--- config.mk ---
export PLATFORM = sky130hd
export DESIGN_NAME = slot_sched_table
export DESIGN_NICKNAME = d
export VERILOG_FILES = /design/src/rtl/sched_pkg.sv /design/src/rtl/sched_regs.sv /design/src/rtl/sched_walker.sv /design/src/rtl/slot_sched_table.sv
export SDC_FILE = /design/constraint.sdc
export NUM_CORES = 1
export LEC_CHECK = 0
export ABC_AREA = 1
export BUFFER_PORTS_ARGS = -buffer_cell sky130_fd_sc_hd__buf_2
export CAP_MARGIN = 20
export CELL_PAD_IN_SITES_DETAIL_PLACEMENT = 0
export CELL_PAD_IN_SITES_GLOBAL_PLACEMENT = 2
export CORE_ASPECT_RATIO = 0.75
export CORE_MARGIN = 5
export CORE_UTILIZATION = 25
export CTS_BUF_LIST = sky130_fd_sc_hd__clkbuf_8
export DETAILED_ROUTE_END_ITERATION = 16
export PLACE_DENSITY_LB_ADDON = 0.1
export SETUP_SLACK_MARGIN = 0.2
export SYNTH_ARGS = -nofsm -noshare
export SYNTH_HDL_FRONTEND = slang
export SYNTH_HIERARCHICAL = 1
export SYNTH_SLANG_ARGS = --single-unit
--- constraint.sdc ---
create_clock -name clk -period 2.7 [get_ports clk]
set_clock_uncertainty 0.15 [all_clocks]
set_input_delay 0.405 -clock clk [delete_from_list [all_inputs] [get_ports clk]]
set_output_delay 0.405 -clock clk [all_outputs]
set_load 0.1 [all_outputs]
--- src/rtl/sched_pkg.sv ---
package sched_pkg;
   localparam int unsigned CTRL_OFS     = 32'h000;
   localparam int unsigned TBL_OFS      = 32'h800;
   localparam int unsigned ENT_W        = 8;
   localparam int unsigned ENT_PER_WORD = 4;
   localparam int unsigned ENT_DIR_BIT  = 7;
   localparam int unsigned CTRL_EN_BIT  = 31;
endpackage

--- src/rtl/sched_regs.sv ---
module sched_regs
   import sched_pkg::*;
#(
   parameter int unsigned TBL_WORDS = 16,
   parameter int unsigned ADDR_W    = 12,
   parameter int unsigned IDX_W     = $clog2(TBL_WORDS * ENT_PER_WORD)
) (
   input  logic              clk,
   input  logic              rst_n,
   input  logic              wr,
   input  logic [ADDR_W-1:0] addr,
   input  logic [31:0]       wdata,
   output logic [31:0]       rdata,
   output logic              en,
   output logic [IDX_W-1:0]  last,
   input  logic [IDX_W-1:0]  ent_idx,
   output logic [ENT_W-1:0]  ent
);
   localparam int unsigned WI_W = $clog2(TBL_WORDS);
   localparam logic [ADDR_W-1:0] BASE_A = ADDR_W'(TBL_OFS);
   localparam logic [ADDR_W-1:0] SPAN_A = ADDR_W'(TBL_WORDS * 4);
   localparam logic [ADDR_W-1:0] CTRL_A = ADDR_W'(CTRL_OFS);

   if ((TBL_WORDS < 2) || ((TBL_WORDS & (TBL_WORDS - 1)) != 0)) begin : g_bad_words
      $error("TBL_WORDS must be a power of two, at least 2");
   end
   if (TBL_OFS + TBL_WORDS * 4 > (1 << ADDR_W)) begin : g_bad_addr
      $error("table does not fit in the address space");
   end
   if (IDX_W > CTRL_EN_BIT) begin : g_bad_idx
      $error("last-index field overlaps the enable bit");
   end

   logic [31:0]         tbl_q [TBL_WORDS];
   logic [ADDR_W-1:0]   tbl_off;
   logic                tbl_hit;
   logic                ctrl_hit;
   logic [WI_W-1:0]     widx;

   assign tbl_off  = addr - BASE_A;
   assign tbl_hit  = (addr >= BASE_A) && (tbl_off < SPAN_A) && (addr[1:0] == 2'b00);
   assign ctrl_hit = (addr == CTRL_A);
   assign widx     = tbl_off[WI_W+1:2];

   for (genvar gi = 0; gi < TBL_WORDS; gi++) begin : g_word
      always_ff @(posedge clk or negedge rst_n) begin
         if (!rst_n)
            tbl_q[gi] <= '0;
         else if (wr && tbl_hit && (widx == WI_W'(gi)))
            tbl_q[gi] <= wdata;
      end
   end

   always_ff @(posedge clk or negedge rst_n) begin
      if (!rst_n) begin
         en   <= 1'b0;
         last <= '0;
      end else if (wr && ctrl_hit) begin
         en   <= wdata[CTRL_EN_BIT];
         last <= wdata[IDX_W-1:0];
      end
   end

   always_comb begin
      rdata = '0;
      if (ctrl_hit) begin
         rdata[CTRL_EN_BIT] = en;
         rdata[IDX_W-1:0]   = last;
      end else if (tbl_hit) begin
         rdata = tbl_q[widx];
      end
   end

   logic [31:0] cur_word;
   assign cur_word = tbl_q[ent_idx[IDX_W-1:2]];
   assign ent      = cur_word[ENT_W*ent_idx[1:0] +: ENT_W];

   // a control write lands in the enable and last-index state one edge later
   a_r2_ctrl_load: assert property (@(posedge clk) disable iff (!rst_n)
      (wr && ctrl_hit) |=> (en == $past(wdata[CTRL_EN_BIT]) && last == $past(wdata[IDX_W-1:0])));
   // no write strobe, word 0 keeps its value
   a_r3_word_hold: assert property (@(posedge clk) disable iff (!rst_n)
      !wr |=> $stable(tbl_q[0]));
   // a write to word 0 is stored in full
   a_r1_word_store: assert property (@(posedge clk) disable iff (!rst_n)
      (wr && addr == BASE_A) |=> (tbl_q[0] == $past(wdata)));
endmodule

--- src/rtl/sched_walker.sv ---
module sched_walker
   import sched_pkg::*;
#(
   parameter int unsigned NUM_CH = 32,
   parameter int unsigned CH_W   = $clog2(NUM_CH),
   parameter int unsigned IDX_W  = 6
) (
   input  logic              clk,
   input  logic              rst_n,
   input  logic              en,
   input  logic [IDX_W-1:0]  last,
   input  logic [ENT_W-1:0]  ent,
   input  logic [NUM_CH-1:0] tx_req,
   input  logic [NUM_CH-1:0] rx_req,
   output logic [IDX_W-1:0]  ptr,
   output logic              gnt_vld,
   output logic [CH_W-1:0]   gnt_ch,
   output logic              gnt_rx
);
   if (CH_W > ENT_DIR_BIT) begin : g_bad_ch
      $error("channel field collides with the direction bit");
   end

   logic [CH_W-1:0] ent_ch;
   logic            ent_rx;
   logic            ch_ok;
   logic            req_hit;

   assign ent_ch  = ent[CH_W-1:0];
   assign ent_rx  = ent[ENT_DIR_BIT];
   assign ch_ok   = (int'(ent_ch) < NUM_CH);
   assign req_hit = ch_ok && (ent_rx ? rx_req[ent_ch] : tx_req[ent_ch]);

   if (CH_W < ENT_DIR_BIT) begin : g_pad
      logic unused_pad;
      assign unused_pad = ^ent[ENT_DIR_BIT-1:CH_W];
   end

   always_ff @(posedge clk or negedge rst_n) begin
      if (!rst_n) begin
         ptr     <= '0;
         gnt_vld <= 1'b0;
         gnt_ch  <= '0;
         gnt_rx  <= 1'b0;
      end else begin
         if (!en || (ptr >= last))
            ptr <= '0;
         else
            ptr <= ptr + 1'b1;
         gnt_vld <= en && req_hit;
         gnt_ch  <= ent_ch;
         gnt_rx  <= ent_rx;
      end
   end

   logic [NUM_CH-1:0] tx_req_d, rx_req_d;
   logic              en_d;
   always_ff @(posedge clk or negedge rst_n) begin
      if (!rst_n) begin
         tx_req_d <= '0;
         rx_req_d <= '0;
         en_d     <= 1'b0;
      end else begin
         tx_req_d <= tx_req;
         rx_req_d <= rx_req;
         en_d     <= en;
      end
   end

   // a grant names a request that was present one cycle earlier
   a_r10_gnt_had_req: assert property (@(posedge clk) disable iff (!rst_n)
      gnt_vld |-> (gnt_rx ? rx_req_d[gnt_ch] : tx_req_d[gnt_ch]));
   // with the enable low in the previous cycle, no grant is present
   a_r8_off_no_gnt: assert property (@(posedge clk) disable iff (!rst_n)
      !en_d |-> !gnt_vld);
   // disabled, the position returns to entry 0
   a_r8_off_ptr_zero: assert property (@(posedge clk) disable iff (!rst_n)
      !en |=> (ptr == '0));
   // the entry after the last index is entry 0
   a_r7_wrap: assert property (@(posedge clk) disable iff (!rst_n)
      (en && ptr == last) |=> (ptr == '0));
   // one entry per slot, whether or not a grant was given
   a_r4_step: assert property (@(posedge clk) disable iff (!rst_n)
      (en && ptr < last) |=> (ptr == $past(ptr) + 1'b1));
endmodule

--- src/rtl/slot_sched_table.sv ---
module slot_sched_table
   import sched_pkg::*;
#(
   parameter int unsigned NUM_CH    = 32,
   parameter int unsigned TBL_WORDS = 16,
   parameter int unsigned ADDR_W    = 12,
   localparam int unsigned CH_W     = $clog2(NUM_CH),
   localparam int unsigned IDX_W    = $clog2(TBL_WORDS * ENT_PER_WORD)
) (
   input  logic              clk,
   input  logic              rst_n,
   input  logic              reg_wr,
   input  logic [ADDR_W-1:0] reg_addr,
   input  logic [31:0]       reg_wdata,
   output logic [31:0]       reg_rdata,
   input  logic [NUM_CH-1:0] tx_req,
   input  logic [NUM_CH-1:0] rx_req,
   output logic              gnt_vld,
   output logic [CH_W-1:0]   gnt_ch,
   output logic              gnt_rx
);
   if (NUM_CH < 2) begin : g_bad_ch
      $error("NUM_CH must be at least 2");
   end

   logic             en;
   logic [IDX_W-1:0] last;
   logic [IDX_W-1:0] ptr;
   logic [ENT_W-1:0] ent;

   sched_regs #(
      .TBL_WORDS (TBL_WORDS),
      .ADDR_W    (ADDR_W),
      .IDX_W     (IDX_W)
   ) u_regs (
      .clk     (clk),
      .rst_n   (rst_n),
      .wr      (reg_wr),
      .addr    (reg_addr),
      .wdata   (reg_wdata),
      .rdata   (reg_rdata),
      .en      (en),
      .last    (last),
      .ent_idx (ptr),
      .ent     (ent)
   );

   sched_walker #(
      .NUM_CH (NUM_CH),
      .CH_W   (CH_W),
      .IDX_W  (IDX_W)
   ) u_walk (
      .clk     (clk),
      .rst_n   (rst_n),
      .en      (en),
      .last    (last),
      .ent     (ent),
      .tx_req  (tx_req),
      .rx_req  (rx_req),
      .ptr     (ptr),
      .gnt_vld (gnt_vld),
      .gnt_ch  (gnt_ch),
      .gnt_rx  (gnt_rx)
   );
endmodule

==> metrics.cfg, run 1 <==
[status]
outcome=finished with violations
violations=setup timing

[floorplanning]
ioPinCount=150
initial_utilization_pct=25.23
die_area_sq_um=117400
core-area_sq_um=109600
row_count=105
fp.dieH_microns=298.0
die_w_microns=393.9

[clock_network]
insertion_delay_ns=0.78
htree_levels=3
cts_tree=built
clock_path_buffers=3
cts_num_sinks=532
cts_root_buf=clkbuf_8
cts_inserted_buffers=100
clkTransAtPathRegs_ns=0.06

[cells_and_area]
nets=4043
fin_area_sq_um=37890
syn_to_final_growth_pct=37.09
fill_cells=11590
drive_above_1_share_pct=26.55
fin_util_pct=34.58

[route]
firstDrtPassIters=6
first_iter_violations=2603
ant_nets=0
drc=0
viasPerCell=5.111
wire_per_inst_microns=24.85
vias=27860
finalWirelength_microns=135500

[pwr]
worst_ir_drop_vdd_v=0.0006709
pwr-share-seq_pct=27.6
p_int_mw=17.73
power.share.combinational_pct=45.1
netSwitchingFraction_pct=40.98
switchingPower_mw=12.31
clkPwrFrac_pct=27.3
power_leakage_nw=17.40
powerDensity_nw_per_um2=792.8

[grt]
grt_pass1_wl_microns=196700
antenna_found_initial=2
grt_pass1_vias=27840
grt_max_degree=70
grt_overflow_total=0
grt_usage_pct=22.46

[critical_path]
start_kind=flip-flop
slowest_delay_ns=0.56
ff2ff_setup_slack_ns=-0.14
cp.required_ns=3.25
worstPathMaxFanout=8
cpMaxStageDelayCell=dfrtp_4
crit_start=u_walk/ptr[2]
cp_num_cells=21
r2r_cells=21
critical_path_class=reg -> reg
critical-path-top-delay-family=simple AND/OR/NAND/NOR gates
crit_path_frequent_cell=nand2_1
crit_chain=buf_12 > clkbuf_16 > nand2_1 > nand3_2 > nand3_2 > nand2_1 > nand2_1 > nand3_2 > nand3_2 > nand2_2 > buf_12 > buf_12 > inv_8 > nand2_1 > nand3_1 > nand3_1 > nand2_1 > nand2_1 > nand3_1 > nand3_1 > a21oi_2
end_kind=flip-flop
reg2reg_to=u_walk/gnt_vld
worst_ep_arrival_time_ns=3.39
r2r_start=u_walk/ptr[2]
path_buf_inv=5
crit_end=u_walk/gnt_vld

[timing]
finalHoldViolCount=0
finalSetupViolCount=1
drv_slew=0
period_minus_slack_ns=2.837
min_period_over_period_pct=105.1
fmax_ghz=0.3524
worst_pin_slew_ns=0.6788
slew_headroom_pct=54.70
worst_slack_ns=-0.1374
rsz0062_at_grt=yes
fin_hold_ws_ns=0.08139

[synth]
syn-cell-area_sq_um=27640
yosysWarnings=6
syn_nets=3617
syn_avg_cell_area_sq_um=7.899
postSynthCellCount=3499

[min_path]
hold_class=in -> reg

[placement]
globalplace.congestion=0.8060
numPortBuffers=149
dp_hpwl_microns=81520
place_area_sq_um=32150

[run]
max-cap-violations=0

[per-layer routing]
| layer | GRT usage [%] | part of all wire (%) |
|---|---|---|
| met5 | 0 | 0 |
| met4 | 4.945 | 2.0 |
| met3 | 3.577 | 5.8 |
| met2 | 33.78 | 43 |
| met1 | 33.82 | 49 |
[repair_timing]
action / CTS / global route
cloned: 18 / 7
setup buffers: 181 / 41
endpoints found under the setup margin: 38 / 36
gates resized for setup: 189 / 131
pin swaps: 140 / 130
hold endpoints to repair: 658 / 0
hold buffers: 25 / 0
[per-stage QoR]
step | total power [mW] | instances | TNS (ns) | setup slack [ns]
3_3_place_gp | 19.17 | 4995 | -0.7309 | -0.4923
5_1_grt | 31.52 | 5451 | -0.3101 | -0.2753
3_5_place_dp | 19.10 | 4995 | -0.6317 | -0.4575
6_report | 30.04 | 5451 | -0.1374 | -0.1374
4_1_cts | 29.56 | 5400 | -0.1609 | -0.1371
2_1_floorplan | 14.62 | 3499 | 0 | 0.1748
[registers in the layout (all words and copies together), names as in the netlist]
register and cells:
u_walk/gnt_vld 1, u_regs/en 1, u_walk/ptr 6, u_walk/gnt_rx 1
u_regs/last 6, u_regs/tbl_q 512, u_walk/gnt_ch 5
[cell type report]
class,count,area (sq um),share of cell area [%]
Multi-Input combinational cell,2570,13390,35.33
Clock inverter,56,299.0,0.7892
Antenna cell,3,7.507,0.01981
Inverter,80,349.1,0.9213
Timing Repair inverter,2,27.53,0.07265
Clock buffer,125,1720,4.541
Timing Repair Buffer,639,6970,18.40
Tap cell,1444,1807,4.768
Sequential cell,532,13320,35.16
[power by group through the flow]
stage	Combinational [mW]	Clock, mW	Sequential [mW]
after global routing	14.4	8.84	8.31
after global placement	10.8	0	8.40
after detailed placement	10.7	0	8.40
after CTS	12.8	8.49	8.30
final	13.5	8.19	8.30
after floorplan	5.96	0	8.65
[tightest hold or removal path: stages]
cell and delay (ns):
buf_2 0.07, inv_1 0.26, o21ai_1 0.22
[worst min path at each step]
stage / startpoint / end / slack (ns) / cells after the start
6_report: reg_wdata[10] / u_regs/tbl_q[426] / 0.08 / 3
5_1_grt: reg_wdata[18] / u_regs/tbl_q[18] / 0.05 / 3
4_1_cts: reg_wdata[28] / u_regs/tbl_q[380] / 0.002 / 3
3_5_place_dp: rst_n / u_regs/tbl_q[174] / 0.22 / 1
3_3_place_gp: rst_n / u_regs/tbl_q[174] / 0.22 / 1
2_1_floorplan: rst_n / u_regs/en / -0.04 / 0
[cell usage in the layout (no fill, tap or decap), types with 4 or more instances in the layout]
cell and n:
a22oi_1 4, a22oi_2 4, buf_12 135, buf_16 18
buf_2 114, buf_4 320, buf_6 9, buf_8 7
bufbuf_16 7, clkbuf_16 5, clkbuf_8 125, clkinv_2 13
clkinvlp_4 4, dfrtp_1 529, dlygate4sd3_1 24, ha_1 7
inv_1 102, inv_2 9, nand2_1 1114, nand2_2 20
nand2_4 5, nand3_1 356, nand3_2 48, nand3_4 22
nor2_1 63, nor2_4 29, o21ai_0 224, o21ai_1 306
o21ai_2 96, o21bai_4 7, o22ai_1 181, o22ai_2 36
o31ai_1 18, o31ai_2 6
Note: power is estimated with default switching activity, not from simulation.
==> run 2: changes to the inputs <==
clock period = 2.8 ns   (was 2.7 ns; I/O delays follow)
==> run 2 against run 1 <==
The run still ends with setup timing left. Clock power shrank 0.6%. Worst setup slack gained 0.077 ns. Core utilization shrank 0.81 points. Sequential share of layout area grew 0.84 points. Highest routed layer unchanged.
==> metrics.cfg, run 2 (synthesis gave the netlist of run 1 again) <==
[min_path]
holdPathStages=3
hold_class=in -> reg

[route]
firstDrtPassIters=6
ant_nets=0
first_iter_violations=2463
vias=27120
finalWirelength_microns=129600
drc=0
wire_per_inst_microns=24.16
viasPerCell=5.056

[critical_path]
path_buf_inv=7
slowest_delay_ns=0.52
end_kind=flip-flop
cp.required_ns=3.33
critical_path_class=reg -> reg
crit_end=u_walk/gnt_vld
start_kind=flip-flop
crit_path_frequent_cell=nand2_1
cp_num_cells=19
ff2ff_setup_slack_ns=-0.06
critical-path-top-delay-family=simple AND/OR/NAND/NOR gates
crit_chain=clkinv_8 > buf_12 > buf_12 > buf_4 > buf_4 > nand2_1 > nand3_1 > nand3_1 > nand2_1 > nand2_1 > nand3_4 > nand3_2 > nand2_2 > buf_4 > inv_1 > nand2_1 > nand3_1 > nand3b_1 > a21oi_2
r2r_cells=19
reg2reg_to=u_walk/gnt_vld
worstPathMaxFanout=8
crit_start=u_walk/ptr[2]
worst_ep_arrival_time_ns=3.39
r2r_start=u_walk/ptr[2]
cpMaxStageDelayCell=dfrtp_4

[clock_network]
cts_root_buf=clkbuf_8
cts_tree=built
clock_path_buffers=3
cts_num_sinks=532
insertion_delay_ns=0.78
clkTransAtPathRegs_ns=0.07
htree_levels=3
cts_inserted_buffers=98

[placement]
dp_hpwl_microns=78320
place_area_sq_um=32090
place_inst=4994
numPortBuffers=149
place_ws_ns=-0.1836
globalplace.congestion=0.8240

[grt]
grt_pass1_vias=26740
antenna_found_initial=4
grt_max_degree=85
grt_usage_pct=21.57
grt_overflow_total=0
grt_pass1_wl_microns=189300

[timing]
finalHoldViolCount=0
min_period_over_period_pct=102.1
worst_pin_slew_ns=0.7233
finalSetupViolCount=1
worst_slack_ns=-0.06005
slew_headroom_pct=51.73
period_minus_slack_ns=2.860
rsz0062_at_grt=yes
fmax_ghz=0.3496
drv_slew=0

[pwr]
worst_ir_drop_vdd_v=0.0005761
power.total_mw=28.79
netSwitchingFraction_pct=39.91
power.share.combinational_pct=44.1
switchingPower_mw=11.49
power_leakage_nw=16.79
clkPwrFrac_pct=28.3
pwr-share-seq_pct=27.6
p_int_mw=17.30
powerDensity_nw_per_um2=777.9

[status]
violations=setup timing
outcome=finished with violations

[cells_and_area]
fin_area_sq_um=37000
syn_to_final_growth_pct=33.88
fill_cells=11620
regArea_sq_um=13320
nets=3956
largest_reg_flops=512
layout_common_cells=nand2_1, dfrtp_1, nand3_1
instances_no_fill=5363
top_regs=u_regs/tbl_q: 512 flops, u_regs/last: 6 flops, u_walk/ptr: 6 flops
regMostFlops=u_regs/tbl_q
mostFrequentLayoutCell=nand2_1
multi_input_area_sq_um=13240
drive_above_1_share_pct=24.59

[floorplanning]
row_count=105
ioPinCount=150
initial_utilization_pct=25.23
fp.dieH_microns=298.0
die_area_sq_um=117400
core-area_sq_um=109600
die_w_microns=393.9

[run]
max-cap-violations=0

[run 2: cell types whose count changed in the layout (fill, tap and decap cells not counted), moves of 6 or more]
cell      delta
buf_12       +6
buf_16       -6
buf_4       -79
clkbuf_8    +12
inv_1        -8
nand3_1      +9
nand3_2      -6
o21ai_0     +15
o21ai_1      -6
o21ai_2      -9
o22ai_1     +11
o22ai_2     -11
o31ai_1      -6
o31ai_2      +6
[run 2: power by group through the flow]
stage	Clock (mW)	Combinational, mW	Sequential, mW
final	8.14	12.7	7.96
after global routing	8.78	13.6	7.97
after CTS	8.44	12.4	7.96
after detailed placement	0	10.5	8.08
after global placement	0	10.5	8.08
after floorplan	0	5.61	8.34
[run 2: worst min-delay path by stage]
| stage | from | end | slack (ns) |
|---|---|---|---|
| 5_1_grt | reg_wdata[20] | u_regs/tbl_q[52] | 0.05 |
| 2_1_floorplan | rst_n | u_regs/en | -0.03 |
| 4_1_cts | reg_wdata[11] | u_regs/tbl_q[11] | 0.0007 |
| 3_5_place_dp | rst_n | u_regs/tbl_q[468] | 0.16 |
| 3_3_place_gp | rst_n | u_regs/tbl_q[468] | 0.16 |
| 6_report | reg_wdata[28] | u_regs/tbl_q[380] | 0.07 |
[run 2: final cells by class]
class                      count  share of cell area [%]
sequential                   532                   36.00
tap                         1444                   4.882
antenna                        2                 0.01352
multi-input combinational   2570                   35.79
inverter                      80                  0.9298
timing repair inverter         1                 0.03043
timing repair buffer         555                   16.67
clock inverter                42                  0.5883
clock buffer                 137                   5.096
[run 2: worst min-delay path, cell delays in order]
cell and delay [ns]:
buf_2 0.08, inv_1 0.24, o21ai_2 0.21
[run 2: through the flow]
stage | hold slack, ns | TNS (ns) | util, %
CTS | 0.0007179 | -0.04673 | 32.94
global placement | 0.1616 | -0.2421 | 29.29
global route | 0.04519 | -0.2229 | 33.77
detailed placement | 0.1640 | -0.2130 | 29.29
floorplan | -0.02559 | -0.02446 | -
finish | 0.06703 | -0.06005 | 33.77
[run 2: timing repair]
item | CTS | global route
cloned | 14 | 2
endpoints found under the setup margin | 32 | 35
gates resized for setup | 148 | 118
buffers inserted | 93 | 56
hold buffers | 22 | 0
pin swaps | 101 | 112
hold endpoints to repair | 649 | 0
[run 2: layer usage]
layer / GRT usage (%) / part of all wire, %
met5: 0 / 0
met4: 4.893 / 2.1
met3: 4.582 / 6.1
met2: 32.05 / 43
met1: 32.04 / 49
